===== src/rtl/bfe_pkg.sv =====
package bfe_pkg;
  localparam int FIFO_DEPTH = 128;
  localparam int THR_LO     = 64;
  localparam int THR_HI     = 96;
  localparam int THR_W      = $clog2(THR_HI + 1);
  localparam int LEN_W      = 16;
  localparam int EVT_W      = 8;

  localparam int EV_RX_RDY  = 0;
  localparam int EV_RX_END  = 1;
  localparam int EV_RX_OVF  = 2;
  localparam int EV_TX_RDY  = 3;
  localparam int EV_TX_UND  = 4;

  typedef enum logic [1:0] {
    THR_SEL_LO   = 2'b00,
    THR_SEL_RSV  = 2'b01,
    THR_SEL_HI   = 2'b10,
    THR_SEL_BAD  = 2'b11
  } thr_sel_e;
endpackage


===== src/rtl/bfe_fifo.sv =====
module bfe_fifo #(
  parameter int W     = 8,
  parameter int DEPTH = 128,
  localparam int AW   = $clog2(DEPTH),
  localparam int CW   = $clog2(DEPTH + 1)
) (
  input  logic          clk,
  input  logic          rst_n,
  input  logic          push,
  input  logic          pop,
  input  logic          ovw,
  input  logic [W-1:0]  din,
  output logic [W-1:0]  dout,
  output logic [CW-1:0] cnt
);
  logic [W-1:0]  mem [DEPTH];
  logic [AW-1:0] wr_ptr, rd_ptr;
  logic          is_empty, is_full, do_pop, do_drop, do_push, rd_adv;

  function automatic logic [AW-1:0] nxt(input logic [AW-1:0] p);
    return (p == AW'(DEPTH - 1)) ? '0 : p + 1'b1;
  endfunction

  assign is_empty = (cnt == '0);
  assign is_full  = (cnt == CW'(DEPTH));
  assign do_pop   = pop && !is_empty;
  assign do_drop  = push && is_full && !do_pop && ovw;
  assign do_push  = push && (!is_full || do_pop || ovw);
  assign rd_adv   = do_pop || do_drop;
  assign dout     = mem[rd_ptr];

  always_ff @(posedge clk) begin
    if (do_push) mem[wr_ptr] <= din;
  end

  always_ff @(posedge clk or negedge rst_n) begin
    if (!rst_n) begin
      wr_ptr <= '0;
      rd_ptr <= '0;
      cnt    <= '0;
    end else begin
      if (do_push) wr_ptr <= nxt(wr_ptr);
      if (rd_adv)  rd_ptr <= nxt(rd_ptr);
      if (do_push && !rd_adv)      cnt <= cnt + 1'b1;
      else if (!do_push && rd_adv) cnt <= cnt - 1'b1;
    end
  end
endmodule


===== src/rtl/bfe_rx_track.sv =====
module bfe_rx_track #(
  parameter int THRW = 7,
  parameter int LENW = 16
) (
  input  logic            clk,
  input  logic            rst_n,
  input  logic            byte_en,
  input  logic            last,
  input  logic            crc_err,
  input  logic [THRW-1:0] thr,
  output logic            evt_rdy,
  output logic            evt_end,
  output logic [LENW-1:0] frame_len,
  output logic            crc_flag
);
  logic [THRW:0]   blk_q;
  logic [THRW:0]   blk_inc;
  logic [LENW-1:0] frm_q;

  assign blk_inc = blk_q + 1'b1;
  assign evt_end = byte_en && last;
  assign evt_rdy = byte_en && !last && (blk_inc >= {1'b0, thr});

  always_ff @(posedge clk or negedge rst_n) begin
    if (!rst_n) begin
      blk_q     <= '0;
      frm_q     <= '0;
      frame_len <= '0;
      crc_flag  <= 1'b0;
    end else if (byte_en) begin
      if (last) begin
        frame_len <= frm_q + 1'b1;
        crc_flag  <= crc_err;
        frm_q     <= '0;
        blk_q     <= '0;
      end else begin
        frm_q <= frm_q + 1'b1;
        blk_q <= evt_rdy ? '0 : blk_inc;
      end
    end
  end
endmodule


===== src/rtl/bfe_evt_reg.sv =====
module bfe_evt_reg #(
  parameter int N = 8
) (
  input  logic         clk,
  input  logic         rst_n,
  input  logic [N-1:0] evt,
  input  logic         clr,
  output logic [N-1:0] pend,
  output logic         irq
);
  always_ff @(posedge clk or negedge rst_n) begin
    if (!rst_n) pend <= '0;
    else        pend <= (clr ? '0 : pend) | evt;
  end
  assign irq = |pend;
endmodule


===== src/rtl/bearer_fifo_evt.sv =====
module bearer_fifo_evt
  import bfe_pkg::*;
(
  input  logic              clk,
  input  logic              rst_n,
  input  logic              thr_wr,
  input  logic [1:0]        thr_code,
  input  logic              mode56,
  input  logic              rx_in_valid,
  input  logic [7:0]        rx_in_data,
  input  logic              rx_in_last,
  input  logic              rx_in_crc_err,
  output logic              rx_out_valid,
  input  logic              rx_out_ready,
  output logic [7:0]        rx_out_data,
  input  logic              tx_in_valid,
  output logic              tx_in_ready,
  input  logic [7:0]        tx_in_data,
  input  logic              tx_in_last,
  output logic              tx_out_valid,
  input  logic              tx_out_ready,
  output logic [7:0]        tx_out_data,
  input  logic              ir_rd,
  output logic [EVT_W-1:0]  ir_q,
  output logic              irq,
  output logic [LEN_W-1:0]  frame_len,
  output logic              frame_crc_err
);
  localparam int CW = $clog2(FIFO_DEPTH + 1);
  localparam logic [CW:0] DEPTH_V = (CW + 1)'(FIFO_DEPTH);

  logic [THR_W-1:0] thr_q;
  logic [CW-1:0]    rx_cnt, tx_cnt;
  logic             rx_full, rx_pop, tx_pop, tx_push, tx_empty;
  logic [7:0]       rx_store;
  logic [8:0]       tx_dout;
  logic             tx_open_q;
  logic             ev_rx_rdy, ev_rx_end, ev_tx_rdy, ev_tx_und, ev_rx_ovf;
  logic [CW:0]      free_now, free_nxt, thr_ext;
  logic [EVT_W-1:0] evt;

  // threshold select: only the two valid codes load
  always_ff @(posedge clk or negedge rst_n) begin
    if (!rst_n) thr_q <= THR_W'(THR_LO);
    else if (thr_wr) begin
      case (thr_sel_e'(thr_code))
        THR_SEL_LO: thr_q <= THR_W'(THR_LO);
        THR_SEL_HI: thr_q <= THR_W'(THR_HI);
        default:    thr_q <= thr_q;
      endcase
    end
  end

  // receive path
  assign rx_full      = (rx_cnt == CW'(FIFO_DEPTH));
  assign rx_out_valid = (rx_cnt != '0);
  assign rx_pop       = rx_out_valid && rx_out_ready;
  assign rx_store     = {rx_in_data[7] | mode56, rx_in_data[6:0]};
  assign ev_rx_ovf    = rx_in_valid && rx_full && !rx_pop;

  bfe_fifo #(.W(8), .DEPTH(FIFO_DEPTH)) rx_fifo_i (
    .clk  (clk),
    .rst_n(rst_n),
    .push (rx_in_valid),
    .pop  (rx_pop),
    .ovw  (1'b1),
    .din  (rx_store),
    .dout (rx_out_data),
    .cnt  (rx_cnt)
  );

  bfe_rx_track #(.THRW(THR_W), .LENW(LEN_W)) rx_trk_i (
    .clk      (clk),
    .rst_n    (rst_n),
    .byte_en  (rx_in_valid),
    .last     (rx_in_last),
    .crc_err  (rx_in_crc_err),
    .thr      (thr_q),
    .evt_rdy  (ev_rx_rdy),
    .evt_end  (ev_rx_end),
    .frame_len(frame_len),
    .crc_flag (frame_crc_err)
  );

  // transmit path
  assign tx_empty     = (tx_cnt == '0);
  assign tx_in_ready  = (tx_cnt != CW'(FIFO_DEPTH));
  assign tx_out_valid = !tx_empty;
  assign tx_push      = tx_in_valid && tx_in_ready;
  assign tx_pop       = tx_out_valid && tx_out_ready;
  assign tx_out_data  = {tx_dout[7] | mode56, tx_dout[6:0]};

  bfe_fifo #(.W(9), .DEPTH(FIFO_DEPTH)) tx_fifo_i (
    .clk  (clk),
    .rst_n(rst_n),
    .push (tx_push),
    .pop  (tx_pop),
    .ovw  (1'b0),
    .din  ({tx_in_last, tx_in_data}),
    .dout (tx_dout),
    .cnt  (tx_cnt)
  );

  always_ff @(posedge clk or negedge rst_n) begin
    if (!rst_n)      tx_open_q <= 1'b0;
    else if (tx_pop) tx_open_q <= !tx_dout[8];
  end

  assign thr_ext   = (CW + 1)'(thr_q);
  assign free_now  = DEPTH_V - {1'b0, tx_cnt};
  assign free_nxt  = free_now + {{CW{1'b0}}, tx_pop} - {{CW{1'b0}}, tx_push};
  assign ev_tx_rdy = (free_now < thr_ext) && (free_nxt >= thr_ext);
  assign ev_tx_und = tx_out_ready && tx_empty && tx_open_q;

  // event collection
  always_comb begin
    evt            = '0;
    evt[EV_RX_RDY] = ev_rx_rdy;
    evt[EV_RX_END] = ev_rx_end;
    evt[EV_RX_OVF] = ev_rx_ovf;
    evt[EV_TX_RDY] = ev_tx_rdy;
    evt[EV_TX_UND] = ev_tx_und;
  end

  bfe_evt_reg #(.N(EVT_W)) evt_reg_i (
    .clk  (clk),
    .rst_n(rst_n),
    .evt  (evt),
    .clr  (ir_rd),
    .pend (ir_q),
    .irq  (irq)
  );
endmodule


===== config.mk =====
export PLATFORM = sky130hd
export DESIGN_NAME = bearer_fifo_evt
export DESIGN_NICKNAME = d
export VERILOG_FILES = /design/src/rtl/bfe_pkg.sv /design/src/rtl/bfe_fifo.sv /design/src/rtl/bfe_rx_track.sv /design/src/rtl/bfe_evt_reg.sv /design/src/rtl/bearer_fifo_evt.sv
export SDC_FILE = /design/constraint.sdc
export NUM_CORES = 2
export LEC_CHECK = 0
export BUFFER_PORTS_ARGS = -buffer_cell sky130_fd_sc_hd__buf_2
export CAP_MARGIN = 20
export CORE_UTILIZATION = 44
export DETAILED_ROUTE_END_ITERATION = 10
export GPL_TIMING_DRIVEN = 1
export PLACE_DENSITY = 0.6
export SYNTH_ARGS = -nofsm -noshare
export SYNTH_HDL_FRONTEND = slang
export SYNTH_HIERARCHICAL = 1
export SYNTH_SLANG_ARGS = --single-unit

===== constraint.sdc =====
create_clock -name clk -period 3.75 [get_ports clk]
set_input_delay 0.375 -clock clk [delete_from_list [all_inputs] [get_ports clk]]
set_output_delay 0.375 -clock clk [all_outputs]
set_load 0.02 [all_outputs]

==> flow_summary.yaml <==
cts:
  htree_num_levels: 4
  cts_tree: "done"
  clk_latency_ns: 0.89
  cts_buffers: 229
  clock-sinks: 2271
  clk_pin_slew_ns: 0.06
  root_buffer: "clkbuf_16"
  clockBufferDepth: 3
synthesis:
  synthesis.area_sq_um: 90340
  ys_ff_latch: 2271
  synth.most_common_cell: "edfxtp_1"
  postSynthCellCount: 4684
  synth_top_cell_by_area: "edfxtp_1"
  synth_common_cells: "edfxtp_1, mux4_2, nor2_1"
  synth_top_flop_cell: "edfxtp_1"
  ys_seq_area_share_pct: 74.96
  synth_area_leaders: "edfxtp_1, mux4_2, mux2i_1"
  async_flop_share_pct: 4.183
  synth_cell_types: 86
  yosysTopAreaCellShare_pct: 72.33
  synth_edf_count: 2176
  yosys_warnings: 6
  avgSynthCellArea_sq_um: 19.29
grt:
  grt.busiest_layer: "met2"
  grtUsageMet2_pct: 36.67
  grt_start_max_net_pins: 129
  antenna_found_initial: 1
  use_met3_pct: 3.316
  grt_usage_pct: 22.47
  grt_util_met1_pct: 31.15
  grt_overflow: 0
  grt_pass1_wl_um: 336700
  grt_pass1_vias: 47160
floorplan:
  dieArea_sq_um: 207100
  start_util_pct: 44.47
  num_io_pins: 75
  die_w_um: 455.1
  die_y_um: 455.1
  coreArea_sq_um: 203100
  num_rows: 165
sta:
  layout_setup_ws_ns: -0.3263
  finClkSkew_ns: 0.07849
  fin_setup_tns_ns: -3.360
  finalSetupViolations: 16
  rsz0062_at_grt: "yes"
  fin_crit_sh_pct: 108.7
  tightest_slew_ns: 1.132
  max_freq_mhz: 245.3
  period_needed_ns: 4.076
  drv_slew: 0
  slew_headroom_pct: 24.25
  hold_viol: 0
pwr:
  max-vdd-ir-drop_uv: 572.2
  power_density_nw_per_um2: 746.0
  leakagePower_nw: 34.58
  total_power_mw: 79.29
setup_path:
  critPathRequiredTime_ns: 3.38
  crit_start: "tx_fifo_i/rd_ptr[0]"
  ff2ff_path_depth: 17
  cp_cell_sequence: "buf_12, buf_12, mux4_2, a2111oi_4, a211oi_4, o32a_1, or2_4, buf_6"
  start_kind: "flop"
  r2r-end: "evt_reg_i/pend[3]"
  slowest_delay_ns: 0.52
  cp-end-kind: "primary output"
  critPathKind: "flop to primary output"
  crit_path_top_delay_cell: "dfrtp_4"
  r2r_slack_ns: 0.26
  cpMostUsedCell: "buf_12"
  cp.arrival_ns: 3.70
  path_max_fanout: 4
  reg2reg_from: "tx_fifo_i/cnt[0]"
  setup.worst_path.end: "tx_out_data[7]"
route:
  drc: 0
  viasPerCell: 5.950
  wl_um: 233600
  final_antenna_net_count: 0
  drtIter0Drc: 5153
  first_pass_iters: 5
  wl_per_cell_um: 29.13
  via_count: 47710
place:
  dp_hpwl_um: 140400
  dpl-instance-area_sq_um: 95410
  finalWeightedCongestion: 0.8733
  portBuffers: 74
finish:
  drive_gt1_share_pct: 27.81
  nFillCells: 16060
  final_nets: 5233
  area_delta_synth_final_pct: 17.64
  postLayoutCellArea_sq_um: 106300
run_status:
  outcome: "finished, violations left"
  violations: "setup timing"
hold_path:
  hold_path_class: "input port to flop"
flow_run:
  maxCapViolations: 0
timing repair:
item	CTS	global route
hold endpoints to repair	70	44
setup endpoints to repair	16	22
pin swaps	60	44
gates cloned	18	3
hold buffers	11	2
gates resized for setup	308	90
setup buffers	69	31
critical path: cells and delay by family (launching register included):
kind | cells | cell delay (ns)
AOI/OAI and AO/OA | 3 | 1.12
buffers and inverters | 3 | 0.42
DFF | 1 | 0.52
muxes | 1 | 0.47
and+or+nand+nor | 1 | 0.26
metal layers:
layer / vias to the layer above / share of wire, %
met5: - / 0
met4: 0 / 3.2
met3: 385 / 6.6
met2: 1908 / 49
met1: 25280 / 41
li1: 20140 / -
layout by cell type, fill, tap and decap left out, drive strengths merged, types with 11 or more instances in the layout:
cell,synthesis,routed
mux2,34,34
nand3,44,44
inv,43,53
a31oi,20,20
a21oi,80,80
mux4,430,430
clkinv,1,85
xnor2,36,36
ha,39,39
dlygate4sd3,0,13
nand4,14,14
and2,11,11
a221oi,34,34
o21ai,97,97
a22oi,53,53
buf,146,468
a22o,37,37
and3,19,19
o31ai,11,11
nor2b,40,40
nand3b,11,11
nand2,172,172
edfxtp,2176,2176
mux2i,244,244
nand2b,12,12
xor2,21,21
dfrtp,95,95
a211oi,32,32
clkbuf,112,294
o22ai,58,58
nor3,45,45
a2111oi,32,32
a21o,20,20
bufinv,0,20
or3,11,11
conb,2,13
o221ai,31,31
nor2,328,328
worst min path at each step:
stage	end	slack (ns)	from	cells after the start
global route	tx_fifo_i/mem[4][5]	0.07	tx_in_data[5]	1
finish	tx_fifo_i/mem[4][5]	0.07	tx_in_data[5]	1
global placement	rx_trk_i/frame_len[5]	0.46	rx_trk_i/frame_len[5]	2
detailed placement	rx_trk_i/frame_len[2]	0.47	rx_trk_i/frame_len[2]	2
floorplan	evt_reg_i/pend[0]	0.08	rst_n	0
CTS	tx_fifo_i/mem[4][5]	0.03	tx_in_data[5]	1
cell families (layout without fill, tap and decap cells):
kind of cell / Yosys count / count (layout) / share of synthesized area (%)
compound gates: 566 / 566 / 4.440
xor+xnor: 57 / 57 / 0.5526
fa+ha+maj: 42 / 42 / 0.6066
buf+inv: 302 / 951 / 1.866
flops: 2271 / 2271 / 74.96
mux: 708 / 708 / 13.87
other cells: 2 / 15 / 0.008313
simple gates: 736 / 736 / 3.699
registers in the layout, summed over array words and instances (netlist names), 8 cells and up:
name and cells:
rx_trk_i/frm_q 16, rx_trk_i/frame_len 16, tx_fifo_i/mem 1152, tx_fifo_i/cnt 8, rx_fifo_i/mem 1024, rx_fifo_i/cnt 8, evt_reg_i/pend 8, rx_trk_i/blk_q 8
power breakdown:
part	internal [mW]	switching, mW
logic	12.1	15.4
clock network	12.8	9.68
registers	28.5	0.724
total	53.5	25.8
cell type report:
type,count,area (sq um),share of cell area (%)
multi-input cells,2122,22360,21.03
clock buffers,291,6077,5.718
clock inverters,123,1306,1.229
well taps,2672,3343,3.146
flip-flops and latches,2271,67750,63.74
repair buffers,493,5284,4.972
inverters,44,165.2,0.1554
diodes,2,5.005,0.004709
metrics by stage:
stage	utilization [%]	hold slack (ns)	setup WS [ns]	cells
after global placement	46.96	0.4599	0.03027	7477
after CTS	51.90	0.02922	-0.3947	7979
final	52.32	0.07451	-0.3263	8018
after floorplan	-	0.07941	0.001141	4695
after global routing	52.32	0.06893	-0.4182	8017
after detailed placement	46.96	0.4702	0.09583	7477
Power figures use the tool's default switching activity.
